[config.mk]
export PLATFORM = sky130hd
export DESIGN_NAME = vla_adder
export DESIGN_NICKNAME = d
export VERILOG_FILES = /design/src/rtl/vla_pkg.sv /design/src/rtl/vla_skip_stage.sv /design/src/rtl/vla_ks_nucleus.sv /design/src/rtl/vla_ctrl.sv /design/src/rtl/vla_adder.sv
export SDC_FILE = /design/constraint.sdc
export NUM_CORES = 1
export LEC_CHECK = 0
export ABC_CLOCK_PERIOD_IN_PS = 1950
export BUFFER_PORTS_ARGS = -buffer_cell sky130_fd_sc_hd__clkbuf_2
export CAP_MARGIN = 20
export CORE_UTILIZATION = 30
export DETAILED_ROUTE_END_ITERATION = 10
export PLACE_DENSITY_LB_ADDON = 0.2
export SETUP_SLACK_MARGIN = 0.5
export SLEW_MARGIN = 30
export SYNTH_ARGS = -nofsm -noshare
export SYNTH_HDL_FRONTEND = slang
export SYNTH_SLANG_ARGS = --single-unit
export TNS_END_PERCENT = 50
[constraint.sdc]
create_clock -name clk_i -period 1.95 [get_ports clk_i]
set_input_delay 0.4875 -clock clk_i [delete_from_list [all_inputs] [get_ports clk_i]]
set_output_delay 0.4875 -clock clk_i [all_outputs]
set_load 0.005 [all_outputs]
[src/rtl/vla_pkg.sv]
package vla_pkg;

  // generate / propagate pair used by the prefix network
  typedef struct packed {
    logic g;
    logic p;
  } gp_t;

  // combine a more significant span (hi) with the adjacent lower span (lo)
  function automatic gp_t gp_merge(gp_t hi, gp_t lo);
    gp_t r;
    r.g = hi.g | (hi.p & lo.g);
    r.p = hi.p & lo.p;
    return r;
  endfunction

endpackage

[src/rtl/vla_skip_stage.sv]
// Carry-skip stage: ripple with zero carry-in, then a half-adder increment
// chain driven by the real stage carry. Carry-out is the ripple carry or
// the overflow of the increment.
module vla_skip_stage #(
  parameter int W = 4
) (
  input  logic [W-1:0] a_i,
  input  logic [W-1:0] b_i,
  input  logic         c_i,
  output logic [W-1:0] s_o,
  output logic         c_o
);

  logic [W:0]   rc;
  logic [W-1:0] isum;
  logic [W:0]   ic;

  assign rc[0] = 1'b0;
  assign ic[0] = c_i;

  for (genvar j = 0; j < W; j++) begin : g_bit
    logic x;
    assign x = a_i[j] ^ b_i[j];
    // full adder as two muxes selected by the ripple carry
    assign isum[j]  = rc[j] ? ~x : x;
    assign rc[j+1]  = rc[j] ? (a_i[j] | b_i[j]) : (a_i[j] & b_i[j]);
    // half adder as two muxes selected by the increment carry
    assign s_o[j]   = ic[j] ? ~isum[j] : isum[j];
    assign ic[j+1]  = ic[j] ? isum[j] : 1'b0;
  end

  assign c_o = rc[W] | ic[W];

endmodule

[src/rtl/vla_ks_nucleus.sv]
// Prefix nucleus: bitwise pre-processing, log-depth prefix network,
// carries formed from the incoming carry, then sum post-processing.
module vla_ks_nucleus
  import vla_pkg::*;
#(
  parameter int W = 4
) (
  input  logic [W-1:0] a_i,
  input  logic [W-1:0] b_i,
  input  logic         c_i,
  output logic [W-1:0] s_o,
  output logic         grp_g_o,
  output logic         grp_p_o
);

  localparam int L = (W > 1) ? $clog2(W) : 0;

  gp_t        lv [0:L][0:W-1];
  logic [W-1:0] c;

  for (genvar i = 0; i < W; i++) begin : g_pre
    assign lv[0][i].g = a_i[i] & b_i[i];
    assign lv[0][i].p = a_i[i] ^ b_i[i];
  end

  for (genvar k = 0; k < L; k++) begin : g_lvl
    for (genvar i = 0; i < W; i++) begin : g_node
      if (i >= (1 << k)) begin : g_merge
        assign lv[k+1][i] = gp_merge(lv[k][i], lv[k][i-(1<<k)]);
      end else begin : g_pass
        assign lv[k+1][i] = lv[k][i];
      end
    end
  end

  assign c[0] = c_i;
  for (genvar i = 1; i < W; i++) begin : g_carry
    assign c[i] = lv[L][i-1].g | (lv[L][i-1].p & c_i);
  end

  for (genvar i = 0; i < W; i++) begin : g_post
    assign s_o[i] = lv[0][i].p ^ c[i];
  end

  assign grp_g_o = lv[L][W-1].g;
  assign grp_p_o = lv[L][W-1].p;

endmodule

[src/rtl/vla_ctrl.sv]
// Latency control: one cycle when the predictor is low, two when high.
module vla_ctrl (
  input  logic clk_i,
  input  logic rst_n,
  input  logic start_i,
  input  logic pred_i,
  output logic accept_o,
  output logic busy_o,
  output logic valid_o
);

  logic busy_q, busy_d;
  logic valid_q, valid_d;

  always_comb begin
    accept_o = start_i & ~busy_q;
    busy_d   = accept_o & pred_i;
    valid_d  = (accept_o & ~pred_i) | busy_q;
  end

  always_ff @(posedge clk_i or negedge rst_n) begin
    if (!rst_n) begin
      busy_q  <= 1'b0;
      valid_q <= 1'b0;
    end else begin
      busy_q  <= busy_d;
      valid_q <= valid_d;
    end
  end

  assign busy_o  = busy_q;
  assign valid_o = valid_q;

endmodule

[src/rtl/vla_adder.sv]
module vla_adder #(
  parameter int WIDTH   = 32,
  parameter int NUC_LSB = 12,
  parameter int NUC_W   = 4,
  parameter int BLK_W   = 4
) (
  input  logic             clk_i,
  input  logic             rst_ni,
  input  logic             start_i,
  input  logic [WIDTH-1:0] a_i,
  input  logic [WIDTH-1:0] b_i,
  input  logic             cin_i,
  output logic [WIDTH-1:0] sum_o,
  output logic             cout_o,
  output logic             valid_o,
  output logic             busy_o,
  output logic             two_cyc_o
);

  localparam int NLO    = NUC_LSB / BLK_W;
  localparam int HI_LSB = NUC_LSB + NUC_W;
  localparam int NHI    = (WIDTH - HI_LSB) / BLK_W;

  // reset: asserted asynchronously, released on the clock
  logic [1:0] rst_pipe;
  logic       rst_n;

  always_ff @(posedge clk_i or negedge rst_ni) begin
    if (!rst_ni) rst_pipe <= 2'b00;
    else         rst_pipe <= {rst_pipe[0], 1'b1};
  end
  assign rst_n = rst_pipe[1];

  // datapath
  logic [WIDTH-1:0] sum_c;
  logic [NLO:0]     lo_c;
  logic [NHI:0]     hi_c;
  logic             nuc_gg, nuc_gp, nuc_co;

  assign lo_c[0] = cin_i;

  for (genvar i = 0; i < NLO; i++) begin : g_lo
    vla_skip_stage #(.W(BLK_W)) u_stg (
      .a_i (a_i[i*BLK_W +: BLK_W]),
      .b_i (b_i[i*BLK_W +: BLK_W]),
      .c_i (lo_c[i]),
      .s_o (sum_c[i*BLK_W +: BLK_W]),
      .c_o (lo_c[i+1])
    );
  end

  vla_ks_nucleus #(.W(NUC_W)) u_nuc (
    .a_i     (a_i[NUC_LSB +: NUC_W]),
    .b_i     (b_i[NUC_LSB +: NUC_W]),
    .c_i     (lo_c[NLO]),
    .s_o     (sum_c[NUC_LSB +: NUC_W]),
    .grp_g_o (nuc_gg),
    .grp_p_o (nuc_gp)
  );

  // skip: the lower carry passes only when the whole nucleus propagates
  assign nuc_co  = nuc_gp ? lo_c[NLO] : nuc_gg;
  assign hi_c[0] = nuc_co;

  for (genvar i = 0; i < NHI; i++) begin : g_hi
    vla_skip_stage #(.W(BLK_W)) u_stg (
      .a_i (a_i[HI_LSB + i*BLK_W +: BLK_W]),
      .b_i (b_i[HI_LSB + i*BLK_W +: BLK_W]),
      .c_i (hi_c[i]),
      .s_o (sum_c[HI_LSB + i*BLK_W +: BLK_W]),
      .c_o (hi_c[i+1])
    );
  end

  // control
  logic accept;

  vla_ctrl u_ctrl (
    .clk_i    (clk_i),
    .rst_n    (rst_n),
    .start_i  (start_i),
    .pred_i   (nuc_gp),
    .accept_o (accept),
    .busy_o   (busy_o),
    .valid_o  (valid_o)
  );

  // result register
  logic [WIDTH-1:0] sum_q, sum_d;
  logic             cout_q, cout_d;
  logic             two_q, two_d;

  always_comb begin
    sum_d  = sum_q;
    cout_d = cout_q;
    two_d  = two_q;
    if (accept) begin
      sum_d  = sum_c;
      cout_d = hi_c[NHI];
      two_d  = nuc_gp;
    end
  end

  always_ff @(posedge clk_i or negedge rst_n) begin
    if (!rst_n) begin
      sum_q  <= '0;
      cout_q <= 1'b0;
      two_q  <= 1'b0;
    end else begin
      sum_q  <= sum_d;
      cout_q <= cout_d;
      two_q  <= two_d;
    end
  end

  assign sum_o     = sum_q;
  assign cout_o    = cout_q;
  assign two_cyc_o = two_q;

endmodule

==> flow_summary.ini <==
[run_status]
outcome = finished with violations
violations = negative setup slack

[yosys]
synth.largest_area_cell = ha_1
syn_nets = 506
syn_area_sq_um = 3161
synth_edf_count = 0
syn_avg_cell_area_sq_um = 8.878
synth_top_family_by_area = adder cells
postSynthCellCount = 356
yosysMostFrequentCell = nand2_1
synth_ff_type = dfrtp_1
synthTopCellsByCount = nand2_1 (96), ha_1 (81), inv_1 (49)
yosys.area.top_type_share_pct = 32.07
synth-compound-area-share_pct = 5.424
synth_fa_ha_area_share_pct = 32.70
synth-simple-area-share_pct = 15.91
synth_mux_area_share_pct = 2.217
yosysWarnings = 0
synth_cell_types = 32
yosysSeqAreaShare_pct = 30.09
synth_xor_area_share_pct = 6.651
synth-seq-cells = 38
synthArstFlopShare_pct = 100.0
ys_top_cells_by_area = ha_1 (32%), dfrtp_1 (30%), nand2_1 (11%)

[setup_path]
slowest_delay_ns = 0.30
cp_max_fo = 3
path_class = input port to flip-flop
slowest_stage = a2111o_1
cp_common_cell = ha_4
cp.required_ns = 2.11
setup.worst_path.end_class = flip-flop
critPathLaunchType = input port
arrival_ns = 6.97

[place]
pre_cts_ws_ns = -5.425
gp_congestion = 0.8027
io_buffers = 103
place_area_sq_um = 4476
place_hpwl_um = 5708

[global_route]
overflow = 0
grt_pass1_vias = 2877
grt_pass1_wl_um = 12410
antenna_found_initial = 0
grt.total_usage_pct = 13.68
grt_start_max_net_pins = 39

[power]
powerDensity_nw_per_um2 = 590.6
p_sw_share_pct = 32.40
switchingPower_uw = 931.2
p_seq_share_pct = 37.2
clkPwrFrac_pct = 21.5
comb_power_share_pct = 41.3
power_leakage_uw = 0.002694
total_power_uw = 2874
power.internal_uw = 1943
max-vdd-ir-drop_mv = 0.2738

[cells_and_area]
syn_to_final_growth_pct = 54.00
design_area_sq_um = 4867
diodes = 0
drive_above_1_share_pct = 44.02
layout.nets = 667

[flow_run]
cap_violations = 0

[clock_tree]
clock_sinks = 38
clockBufferDepth = 2
path_clk_slew_ns = 0.07
htreeDepth = 2
clock-root-buffer = clkbuf_8
tritoncts = yes
insertion_delay_ns = 0.28
cts_buffers = 5

[drt]
drt_pass1_iterations = 4
drc_errors = 0
antenna_left = 0
avgRoutedWirePerCell_um = 10.69
drtIter0Drc = 60
vias = 2759
viasPerCell = 4.219
wl_um = 6993

[timing]
final-hold-violation-count = 0
final_max_slew_viol_count = 0
holdWs_ns = 0.2473
fmax_mhz = 146.9
setup_ws_ns = -4.855
rsz0062_at_grt = yes
setup_violations = 29
skew_ns = 0.003540
tightest_slew_ns = 0.5285
tns_ns = -73.96
period_share_pct = 349.0
min_period_ns = 6.805
relSlewSlack_pct = 64.77

[die]
core_sq_um = 10280
start_util_pct = 30.75
rows = 37
die_area_sq_um = 10950
dieWidth_um = 104.6
die_h_um = 104.6
io_pins = 104

[min_path]
hold_class = flip-flop to asynchronous set/reset pin
## layer usage
metal | wire [um] | global-route usage (%)
met2 | 3595 | 25.92
met1 | 3023 | 15.91
met3 | 330 | 2.558
met5 | 0 | 0
met4 | 44 | 2.716
## power groups by stage
stage | logic, uW | registers, uW | clock network (uW)
final | 1190 | 1070 | 617
after global routing | 1370 | 1090 | 684
after CTS | 1170 | 1070 | 649
after detailed placement | 1080 | 1090 | 0
after global placement | 1060 | 1090 | 0
after floorplan | 571 | 1080 | 0
## through the flow
stage / utilization [%] / cells
after CTS: 46.71 / 654
final: 47.36 / 654
after floorplan: - / 356
after detailed placement: 43.55 / 643
after global routing: 47.36 / 654
after global placement: 43.55 / 643
## critical path: cells and delay by family
family	cells	cell delay (ns)
fa+ha+maj	28	4.54
simple gates	3	0.29
xor+xnor	1	0.14
compound gates	8	1.33
buf+inv	2	0.15
## state kept, by name, indices dropped and copies added (netlist names)
register	cells
u_ctrl.busy_o	1
two_cyc_o	1
u_ctrl.valid_o	1
cout_o	1
sum_o	32
rst_pipe	2
## worst paths after layout
kind / startpoint / to / slack (ns) / cells after the start
setup / recovery: b_i[1] / cout_o / -4.86 / 42
hold / removal: rst_pipe[1] / sum_o[6] / 0.25 / 0
setup reg to reg: u_ctrl.busy_o / two_cyc_o / 0.73 / 3
min in group clk_i: rst_pipe[0] / rst_pipe[1] / 0.35 / 0
max in group asynchronous: rst_pipe[1] / sum_o[31] / 1.18 / 1
hold reg to reg: rst_pipe[1] / sum_o[6] / 0.25 / 0
## final cells by class
| class | instances | area, sq um |
|---|---|---|
| clock buffer | 8 | 110.1 |
| tap | 136 | 170.2 |
| sequential | 38 | 952.2 |
| inverter | 49 | 196.4 |
| timing repair buffer | 161 | 998.5 |
| fill | 1017 | 5410 |
| multi-input combinational | 262 | 2440 |
## cell families (layout without fill, tap and decap cells)
family	Yosys count	in the layout
xor+xnor	24	24
simple gates	123	123
flops	38	38
other cells	1	1
mux	7	7
compound gates	25	25
fa+ha+maj	82	82
buf+inv	56	218
## placed cells by master, fill, tap and decap left out, drive strengths merged
cell           n
a2111o         1
a211o          1
a21o           4
a21oi          4
a31oi          2
a41oi          1
and2           6
and3           1
and3b          1
buf           57
clkbuf       111
conb           1
dfrtp         38
dlygate4sd3    1
fa             1
ha            81
inv           49
mux2i          7
nand2         96
nand2b         2
nor2          13
nor2b          1
nor3           1
o21ai          7
o21bai         4
o22ai          1
or2            1
or2b           1
xnor2          7
xor2          17
## what timing repair did
item	in CTS	in global routing
endpoints found under the hold margin	2	0
buffers inserted	2	0
pin swaps	19	15
gates resized for setup	25	14
hold buffers	1	0
endpoints found under the setup margin	32	33
(Power assumes the default switching activity.)
